**src/rtl/sfc_pkg.sv**
```systemverilog
package sfc_pkg;
  localparam int unsigned NPORT = 3;
  typedef logic [NPORT-1:0] port_mask_t;
  typedef enum logic [1:0] {
    SRC_A = 2'd0,
    SRC_B = 2'd1,
    SRC_C = 2'd2
  } src_sel_e;
endpackage

```
**src/rtl/sfc_sig_table.sv**
```systemverilog
// Per-state lookup of input mask, output mask, data source and successors.
module sfc_sig_table
  import sfc_pkg::*;
#(
  parameter int NS = 3,
  parameter int SW = 2,
  parameter logic [NS*NPORT-1:0] IN_SIG  = '0,
  parameter logic [NS*NPORT-1:0] OUT_SIG = '0,
  parameter logic [NS*2-1:0]     SRC_SEL = '0,
  parameter logic [NS-1:0]       BR_EN   = '0,
  parameter logic [NS*SW-1:0]    NXT_T   = '0,
  parameter logic [NS*SW-1:0]    NXT_F   = '0
) (
  input  logic [SW-1:0] st,
  output port_mask_t    need,
  output port_mask_t    emit,
  output src_sel_e      src,
  output logic          br,
  output logic [SW-1:0] nt,
  output logic [SW-1:0] nf
);
  always_comb begin
    need = '0;
    emit = '0;
    src  = SRC_A;
    br   = 1'b0;
    nt   = st;
    nf   = st;
    for (int s = 0; s < NS; s++) begin
      if (st == SW'(s)) begin
        need = IN_SIG[s*NPORT +: NPORT];
        emit = OUT_SIG[s*NPORT +: NPORT];
        src  = src_sel_e'(SRC_SEL[s*2 +: 2]);
        br   = BR_EN[s];
        nt   = NXT_T[s*SW +: SW];
        nf   = NXT_F[s*SW +: SW];
      end
    end
  end
endmodule

```
**src/rtl/sfc_fire_rule.sv**
```systemverilog
// Firing condition: all needed inputs valid and all written outputs free.
module sfc_fire_rule
  import sfc_pkg::*;
(
  input  logic       hold,
  input  port_mask_t need,
  input  port_mask_t emit,
  input  port_mask_t in_valid,
  input  port_mask_t slot_free,
  output logic       fire,
  output port_mask_t in_ready
);
  port_mask_t in_ok;
  port_mask_t out_ok;

  for (genvar i = 0; i < NPORT; i++) begin : g_port
    assign in_ok[i]    = !need[i] || in_valid[i];
    assign out_ok[i]   = !emit[i] || slot_free[i];
    assign in_ready[i] = need[i] && fire;
  end

  assign fire = !hold && (&in_ok) && (&out_ok);
endmodule

```
**src/rtl/sfc_out_slot.sv**
```systemverilog
// One-entry registered output stage.
module sfc_out_slot #(
  parameter int DW = 8
) (
  input  logic          clk,
  input  logic          rst,
  input  logic          load,
  input  logic [DW-1:0] din,
  input  logic          drain,
  output logic          valid,
  output logic [DW-1:0] data
);
  always_ff @(posedge clk) begin
    if (rst) begin
      valid <= 1'b0;
    end else if (load) begin
      valid <= 1'b1;
    end else if (drain) begin
      valid <= 1'b0;
    end
  end

  always_ff @(posedge clk) begin
    if (load) begin
      data <= din;
    end
  end
endmodule

```
**src/rtl/stream_fire_ctrl.sv**
```systemverilog
module stream_fire_ctrl
  import sfc_pkg::*;
#(
  parameter int DW      = 8,
  parameter int NS      = 3,
  parameter int SW      = 2,
  parameter int INIT_ST = 0,
  // Input mask per state: bit0 A, bit1 B, bit2 C
  parameter logic [NS*NPORT-1:0] IN_SIG  = 9'b110_010_001,
  // Output mask per state: bit0 X, bit1 Y, bit2 Z
  parameter logic [NS*NPORT-1:0] OUT_SIG = 9'b110_001_000,
  // Data source per state: 0 A, 1 B, 2 C
  parameter logic [NS*2-1:0]     SRC_SEL = 6'b10_01_00,
  // Branch on bit 0 of the A token
  parameter logic [NS-1:0]       BR_EN   = 3'b001,
  parameter logic [NS*SW-1:0]    NXT_T   = 6'b00_00_01,
  parameter logic [NS*SW-1:0]    NXT_F   = 6'b00_00_10
) (
  input  logic          clk,
  input  logic          rst,
  input  logic          a_valid,
  output logic          a_ready,
  input  logic [DW-1:0] a_data,
  input  logic          b_valid,
  output logic          b_ready,
  input  logic [DW-1:0] b_data,
  input  logic          c_valid,
  output logic          c_ready,
  input  logic [DW-1:0] c_data,
  output logic          x_valid,
  input  logic          x_ready,
  output logic [DW-1:0] x_data,
  output logic          y_valid,
  input  logic          y_ready,
  output logic [DW-1:0] y_data,
  output logic          z_valid,
  input  logic          z_ready,
  output logic [DW-1:0] z_data
);
  logic [SW-1:0] st_q;
  logic [SW-1:0] st_d;
  port_mask_t    need;
  port_mask_t    emit;
  src_sel_e      src;
  logic          br;
  logic [SW-1:0] nt;
  logic [SW-1:0] nf;
  logic          fire;
  port_mask_t    in_valid_v;
  port_mask_t    in_ready_v;
  port_mask_t    out_valid_v;
  port_mask_t    out_ready_v;
  port_mask_t    slot_free;
  logic [DW-1:0] out_data_v [NPORT];
  logic [DW-1:0] sel_data;

  assign in_valid_v  = {c_valid, b_valid, a_valid};
  assign out_ready_v = {z_ready, y_ready, x_ready};

  sfc_sig_table #(
    .NS(NS), .SW(SW), .IN_SIG(IN_SIG), .OUT_SIG(OUT_SIG),
    .SRC_SEL(SRC_SEL), .BR_EN(BR_EN), .NXT_T(NXT_T), .NXT_F(NXT_F)
  ) u_table (
    .st(st_q), .need(need), .emit(emit), .src(src),
    .br(br), .nt(nt), .nf(nf)
  );

  sfc_fire_rule u_rule (
    .hold(rst), .need(need), .emit(emit), .in_valid(in_valid_v),
    .slot_free(slot_free), .fire(fire), .in_ready(in_ready_v)
  );

  always_comb begin
    case (src)
      SRC_B:   sel_data = b_data;
      SRC_C:   sel_data = c_data;
      default: sel_data = a_data;
    endcase
  end

  always_comb begin
    st_d = st_q;
    if (fire) begin
      st_d = (br && !a_data[0]) ? nf : nt;
    end
  end

  always_ff @(posedge clk) begin
    if (rst) begin
      st_q <= SW'(INIT_ST);
    end else begin
      st_q <= st_d;
    end
  end

  for (genvar j = 0; j < NPORT; j++) begin : g_out
    assign slot_free[j] = !out_valid_v[j] || out_ready_v[j];
    sfc_out_slot #(.DW(DW)) u_slot (
      .clk(clk), .rst(rst), .load(fire && emit[j]), .din(sel_data),
      .drain(out_ready_v[j]), .valid(out_valid_v[j]), .data(out_data_v[j])
    );
  end

  assign a_ready = in_ready_v[0];
  assign b_ready = in_ready_v[1];
  assign c_ready = in_ready_v[2];
  assign x_valid = out_valid_v[0];
  assign y_valid = out_valid_v[1];
  assign z_valid = out_valid_v[2];
  assign x_data  = out_data_v[0];
  assign y_data  = out_data_v[1];
  assign z_data  = out_data_v[2];
endmodule

```
**config.mk**
```make
export PLATFORM = sky130hd
export DESIGN_NAME = stream_fire_ctrl
export DESIGN_NICKNAME = d
export VERILOG_FILES = /design/src/rtl/sfc_pkg.sv /design/src/rtl/sfc_sig_table.sv /design/src/rtl/sfc_fire_rule.sv /design/src/rtl/sfc_out_slot.sv /design/src/rtl/stream_fire_ctrl.sv
export SDC_FILE = /design/constraint.sdc
export NUM_CORES = 1
export LEC_CHECK = 0
export BUFFER_PORTS_ARGS = -buffer_cell sky130_fd_sc_hd__buf_2
export CAP_MARGIN = 20
export CORE_MARGIN = 2
export CORE_UTILIZATION = 45
export DETAILED_ROUTE_END_ITERATION = 8
export PLACE_DENSITY_LB_ADDON = 0.08
export SETUP_SLACK_MARGIN = 0.5
export SLEW_MARGIN = 20
export SYNTH_ARGS = -nofsm -noshare
export SYNTH_HDL_FRONTEND = slang
export SYNTH_HIERARCHICAL = 1
export SYNTH_SLANG_ARGS = --single-unit
```
**constraint.sdc**
```tcl
create_clock -name clk -period 7 [get_ports clk]
set_clock_uncertainty 0.1 [all_clocks]
set_input_delay 0.35 -clock clk [delete_from_list [all_inputs] [get_ports clk]]
set_output_delay 0.35 -clock clk [all_outputs]
set_load 0.02 [all_outputs]
```
==> results_dict.tcl, run 1 <==
set metrics [dict create \
    pwr_density_cell_mw_per_mm2 264.0 \
    antenna_found_initial 0 \
    critPathRequiredTime_ns 6.87 \
    cts.reportedPaths.clkPinSlew_ns 0.09 \
    gr-total-overflow 0 \
    antenna_cells 0 \
    ir_worst_vdd_v 0.0001175 \
    finalSetupViolations 0 \
    highest-signal-layer "met4" \
    async_flop_share_pct 0 \
    final_nets 209 \
    report.final.slew_viol_count 0 \
    hp-class "in -> reg" \
    die_h_um 59.43 \
    grt_first_pass_wirelength_um 4526 \
    cts_made_buffers 5 \
    viasPerCell 5.049 \
    drv_cap 0 \
    ys_types 23 \
    synth.cell_area_mm2 0.001383 \
    area_delta_synth_final_pct 25.88 \
    r2r-start "st_q[0]$_SDFFE_PP0P_" \
    gp_congestion 0.7421 \
    wl_met1_um 1294 \
    avgRoutedWirePerCell_um 14.18 \
    multiInputGateArea_um2 441.7 \
    clockRootBuffer "clkbuf_4" \
    cts_resized 0 \
    finalCritPeriodShare_pct 37.46 \
    timing.fmax_mhz 381.3 \
    start_kind "flop" \
    worstHoldEndpoint "g_out[1].u_slot/valid$_SDFFE_PP0P_" \
    outcome "complete, no violations" \
    route.met2.wl_um 1313 \
    insertion_delay_ns 0.33 \
    critPathTopFamily "simple AND/OR/NAND/NOR gates" \
    firstDrtPassIters 4 \
    whs_path_depth 2 \
    crit_arrival_ns 2.49 \
    ios 62 \
    r2r_cells 6 \
    tightest_slew_ns 0.6634 \
    critPathMaxStageDelay_ns 0.63 \
    hold_violations 0 \
    drtIter0Drc 20 \
    yosysWarnings 6 \
    fin_crit_ns 2.622 \
    coreArea_mm2 0.002978 \
    grt_max_degree 17 \
    ys_seq_area_share_pct 59.37 \
    path_class "reg -> reg" \
    syn_nets 151 \
    fp.dieW_um 59.43 \
    cts_buffer_depth 2 \
    via_count 1035 \
    ff_latch_area_um2 820.8 \
    synth_area_leaders "edfxtp_1 (52%), dfxtp_1 (7.2%), ha_1 (5.4%), a22oi_1 (4.3%), buf_4 (3.8%)" \
    htree_levels 2 \
    syn_inst 113 \
    grt_usage_pct 18.32 \
    reg2reg_slack_ns 4.38 \
    rows 20 \
    path_buf_inv 2 \
    min-delay-start "rst" \
    synth_ff_type "edfxtp_1" \
    relSlewSlack_pct 55.66 \
    fillerInstances 252 \
    synth_edf_count 24 \
    port_buffers 61 \
    synth_top_cell_by_area "edfxtp_1" \
    path_max_fanout 9 \
    synth_most_common_cell "edfxtp_1" \
    critPathSlowestCell "nor4b_2" \
    drt-total-wl_um 2907 \
    drive_gt1_share_pct 43.60 \
    endpoint_kind "flop" \
    syn_area_per_cell_um2 12.24 \
    finalSetupTns_ns 0 \
    leakage_nw 0.7325 \
    dieArea_mm2 0.003532 \
    drtAntennaViolNets 0 \
    rsz0062_at_grt "false" \
    wl_met3_um 231 \
    place_area_mm2 0.001662 \
    cts_hold_buf 0 \
    drc 0 \
    final_area_mm2 0.001740 \
    worstPathCellList "inv_1 -> ha_1 -> inv_2 -> o221ai_2 -> nor4b_2 -> and2_1" \
    synth.top_cell.area_share_pct 52.13 \
    ys_ff_latch 29 \
    reg2reg_to "g_out[1].u_slot/data[6]$_DFFE_PP_" \
    initial_core_util_pct 46.43 \
    synth.cells.most_frequent "edfxtp_1 (24), inv_1 (13), a22oi_1 (8), nand2_1 (8), o21ai_0 (8)" \
    cts_tree "done" \
    place_hpwl_um 2205 \
    grt_pass1_vias 1012 \
    post_cts_buffers 0 \
    cts.sinks 29 \
]
==> worst reg2reg max path, stage by stage (launching register included) <==
cell and delay (ns):
dfxtp_1 0.39, inv_1 0.08, ha_1 0.34, inv_2 0.07
o221ai_2 0.13, nor4b_2 0.63, and2_1 0.54
==> routing by layer <==
| layer | global-route usage (%) | vias up |
|---|---|---|
| met5 | 0 | - |
| met4 | 7.792 | 0 |
| met3 | 7.860 | 9 |
| met2 | 28.73 | 39 |
| met1 | 21.95 | 472 |
| li1 | - | 515 |
==> flip-flops by register name, summed over array words and instances, names as in the netlist <==
| name | flops |
|---|---|
| st_q | 2 |
| g_out.u_slot/valid | 3 |
| g_out.u_slot/data | 24 |
==> through the flow <==
step	total power [mW]	setup WS, ns	hold slack [ns]	util, %	cells
floorplan	0.3055	4.786	0.3124	-	113
global placement	0.3277	4.463	0.3854	55.80	197
detailed placement	0.3311	4.387	0.3922	55.80	197
CTS	0.4630	4.369	0.1882	58.45	205
global route	0.4852	4.143	0.1891	58.45	205
finish	0.4596	4.378	0.1898	58.45	205
==> layout make-up <==
cell class              instances  area share, %
flip-flops and latches         29          47.16
multi-input cells              60          25.38
repair buffers                 61          17.54
inverters                      14          3.019
clock inverters                 3          2.372
well taps                      33          2.372
clock buffers                   5          2.157
==> layout by cell type, fill, tap and decap left out <==
cell type / instances
and4bb_1: 2
bufinv_16: 1
buf_2: 61
a21oi_2: 3
nor3_1: 3
o21ai_0: 8
ha_1: 6
inv_1: 13
nand3b_1: 3
dfxtp_1: 5
clkinv_1: 1
edfxtp_1: 24
inv_2: 1
a22oi_1: 8
or2b_1: 1
o21bai_1: 2
nand2_1: 8
o221ai_2: 1
and2_1: 3
nand2b_1: 7
nor4b_2: 1
clkbuf_4: 5
a311oi_1: 2
nand2b_2: 1
o22ai_1: 1
clkinvlp_4: 1
==> how the worst max path moves through the flow <==
stage | start | end | depth (start not counted)
2_1_floorplan | st_q[0]$_SDFFE_PP0P_ | g_out[0].u_slot/data[0]$_DFFE_PP_ | 7
3_3_place_gp | st_q[0]$_SDFFE_PP0P_ | g_out[0].u_slot/data[1]$_DFFE_PP_ | 6
3_5_place_dp | st_q[0]$_SDFFE_PP0P_ | g_out[1].u_slot/data[1]$_DFFE_PP_ | 6
4_1_cts | st_q[0]$_SDFFE_PP0P_ | g_out[1].u_slot/data[6]$_DFFE_PP_ | 6
5_1_grt | st_q[0]$_SDFFE_PP0P_ | g_out[1].u_slot/data[7]$_DFFE_PP_ | 6
6_report | st_q[0]$_SDFFE_PP0P_ | g_out[1].u_slot/data[6]$_DFFE_PP_ | 6
==> power by group <==
group          internal, mW  switching, mW  leakage [nW]  total (mW)
Clock                0.0739         0.0589        0.0389       0.133
Sequential            0.208        0.00426         0.259       0.212
Combinational        0.0406         0.0738         0.434       0.114
Total                 0.323          0.137         0.733       0.460
==> kinds of logic after synthesis <==
kind of cell	after synthesis	share of synthesized area, %
AND/OR/NAND/NOR	29	13.48
adder cells (fa/ha/maj)	6	5.430
buffers and inverters	24	8.687
flip-flops	29	59.37
AO/OA/AOI/OAI	25	13.03
Power figures use the tool's default switching activity.
==> inputs of run 2 (changes only) <==
- clock period: 7 -> 2.6 ns (I/O delays scaled with it)
==> run 2 against run 1 <==
  * Final area grew 6.5%
  * Register-to-register slack got worse by 3.8 ns
  * Critical path depth unchanged
  * Combinational power rose to 3.2 times the previous value
  * Via count increased by 2.6%
  * Sequential share of layout area shrank 2.8 points
  * First-iteration DRC count rose by 100%
  * Global-route usage grew 0.46 points
  * Core utilization rose by 3.8 points
  * Sequential cell count stayed put
  * Power grew to 2.7 times the previous value
  * Worst hold slack got worse by 0.16 ns
  * Largest cell class unchanged
  * Largest power group unchanged
==> results_dict.tcl, run 2 (synthesis results as in run 1) <==
set metrics [dict create \
    tightest_slew_ns 0.3800 \
    mostFrequentLayoutCells "buf_2 (61), edfxtp_1 (24), inv_1 (13)" \
    insertion_delay_ns 0.32 \
    finalCritPeriodShare_pct 79.03 \
    coreArea_mm2 0.002978 \
    start_kind "flop" \
    final_common_cell "buf_2" \
    cts.reportedPaths.clkPinSlew_ns 0.09 \
    htree_levels 2 \
    ios 62 \
    critPathMaxStageDelay_ns 0.42 \
    cts_tree "done" \
    report.final.slew_viol_count 0 \
    firstDrtPassIters 4 \
    crit_arrival_ns 1.99 \
    place_area_mm2 0.001674 \
    grt_first_pass_wirelength_um 4664 \
    gr-total-overflow 0 \
    cts_made_buffers 5 \
    fin_crit_ns 2.055 \
    clockRootBuffer "clkbuf_4" \
    cts.sinks 29 \
    reg.largest.list "g_out.u_slot/data x24, g_out.u_slot/valid x3, st_q x2" \
    leakage_nw 0.7767 \
    wl_met1_um 1370 \
    path_class "reg -> reg" \
    grt_usage_pct 18.78 \
    drive_gt1_share_pct 48.33 \
    antenna_cells 0 \
    endpoint_kind "flop" \
    pwr_density_cell_mw_per_mm2 664.1 \
    timing.fmax_mhz 486.7 \
    largest_reg_flops 24 \
    fp.dieW_um 59.43 \
    finalSetupTns_ns 0 \
    power_mw 1.231 \
    antenna_found_initial 0 \
    worstPathCellList "inv_1 -> ha_4 -> inv_2 -> o221ai_4 -> nor4b_4 -> and2_2" \
    ir_worst_vdd_v 0.0003931 \
    drtIter0Drc 40 \
    grt_max_degree 17 \
    wl_met3_um 192 \
    hold_violations 0 \
    drt-total-wl_um 3086 \
    avgRoutedWirePerCell_um 14.49 \
    initial_core_util_pct 46.43 \
    gp_congestion 0.6915 \
    rsz0062_at_grt "true" \
    die_h_um 59.43 \
    post-route-util_pct 62.27 \
    viasPerCell 4.986 \
    route.met2.wl_um 1506 \
    path_max_fanout 6 \
    drv_cap 0 \
    final_nets 217 \
    place_hpwl_um 2118 \
    relSlewSlack_pct 74.56 \
    critPathSlowestCell "nor4b_4" \
    finalSetupViolations 0 \
    drc 0 \
    drtAntennaViolNets 0 \
    cts_buffer_depth 2 \
    hp-class "in -> reg" \
    area_delta_synth_final_pct 34.12 \
    dieArea_mm2 0.003532 \
    final_area_mm2 0.001854 \
    largest_register "g_out.u_slot/data" \
    critPathRequiredTime_ns 2.53 \
    outcome "complete, no violations" \
    rows 20 \
    highest-signal-layer "met4" \
    grt_pass1_vias 985 \
    via_count 1062 \
    port_buffers 61 \
]
## run 2: changes by cell type in the layout (fill, tap and decap cells not counted), sizes merged
cell,change
dlygate4sd3,+4
clkbuf,+3
and2,+2
buf,+2
bufinv,-1
clkinv,-1
clkinvlp,-1
## run 2: repair_timing
action | 4_1_cts | 5_1_grt
hold endpoints to repair | 3 | 0
pin swaps | 2 | 3
cloned | 0 | 2
endpoints found under the setup margin | 27 | 56
buffers inserted | 1 | 1
gates resized for setup | 3 | 9
hold buffers | 4 | 0
## run 2: stage by stage
stage / std cells / setup slack [ns] / hold slack [ns]
2_1_floorplan: 113 / 0.5557 / 0.09244
3_3_place_gp: 197 / 0.4107 / 0.3227
3_5_place_dp: 197 / 0.3099 / 0.3281
4_1_cts: 210 / 0.5037 / 0.02782
5_1_grt: 213 / 0.4414 / 0.04758
6_report: 213 / 0.5453 / 0.02771
## run 2: area by class of cell
cell class	instances	area (µm²)
clock buffer	8	58.81
fill	244	1124
inverter	14	52.55
multi-input combinational	62	518.0
sequential	29	823.3
tap	33	41.29
timing repair buffer	67	360.3
## run 2: final timing paths
path / startpoint / to / slack, ns / depth (start not counted)
worst max register to register: st_q[0]$_SDFFE_PP0P_ / g_out[0].u_slot/data[5]$_DFFE_PP_ / 0.55 / 6
worst min register to register: g_out[1].u_slot/valid$_SDFFE_PP0P_ / g_out[1].u_slot/valid$_SDFFE_PP0P_ / 0.40 / 2
worst min-delay path: a_data[0] / st_q[0]$_SDFFE_PP0P_ / 0.03 / 3
worst max-delay path: st_q[0]$_SDFFE_PP0P_ / g_out[0].u_slot/data[5]$_DFFE_PP_ / 0.55 / 6
## run 2: power breakdown
part	total, mW	internal, mW	leakage [nW]	switching [mW]
clock	0.287	0.133	0.0326	0.154
combinational	0.370	0.149	0.484	0.220
sequential	0.574	0.561	0.260	0.0130
## run 2: critical path: cells and delay by family, from the launching register on
kind / cells / cell delay, ns
and+or+nand+nor: 2 / 0.72
adders and majority gates: 1 / 0.24
AOI/OAI and AO/OA: 1 / 0.13
DFF: 1 / 0.35
buffers and inverters: 2 / 0.21
## run 2: routing by layer
metal | global-route usage (%) | up-vias
met2 | 29.36 | 41
li1 | - | 533
met3 | 7.205 | 2
met5 | 0 | -
met4 | 6.818 | 0
met1 | 23.65 | 486
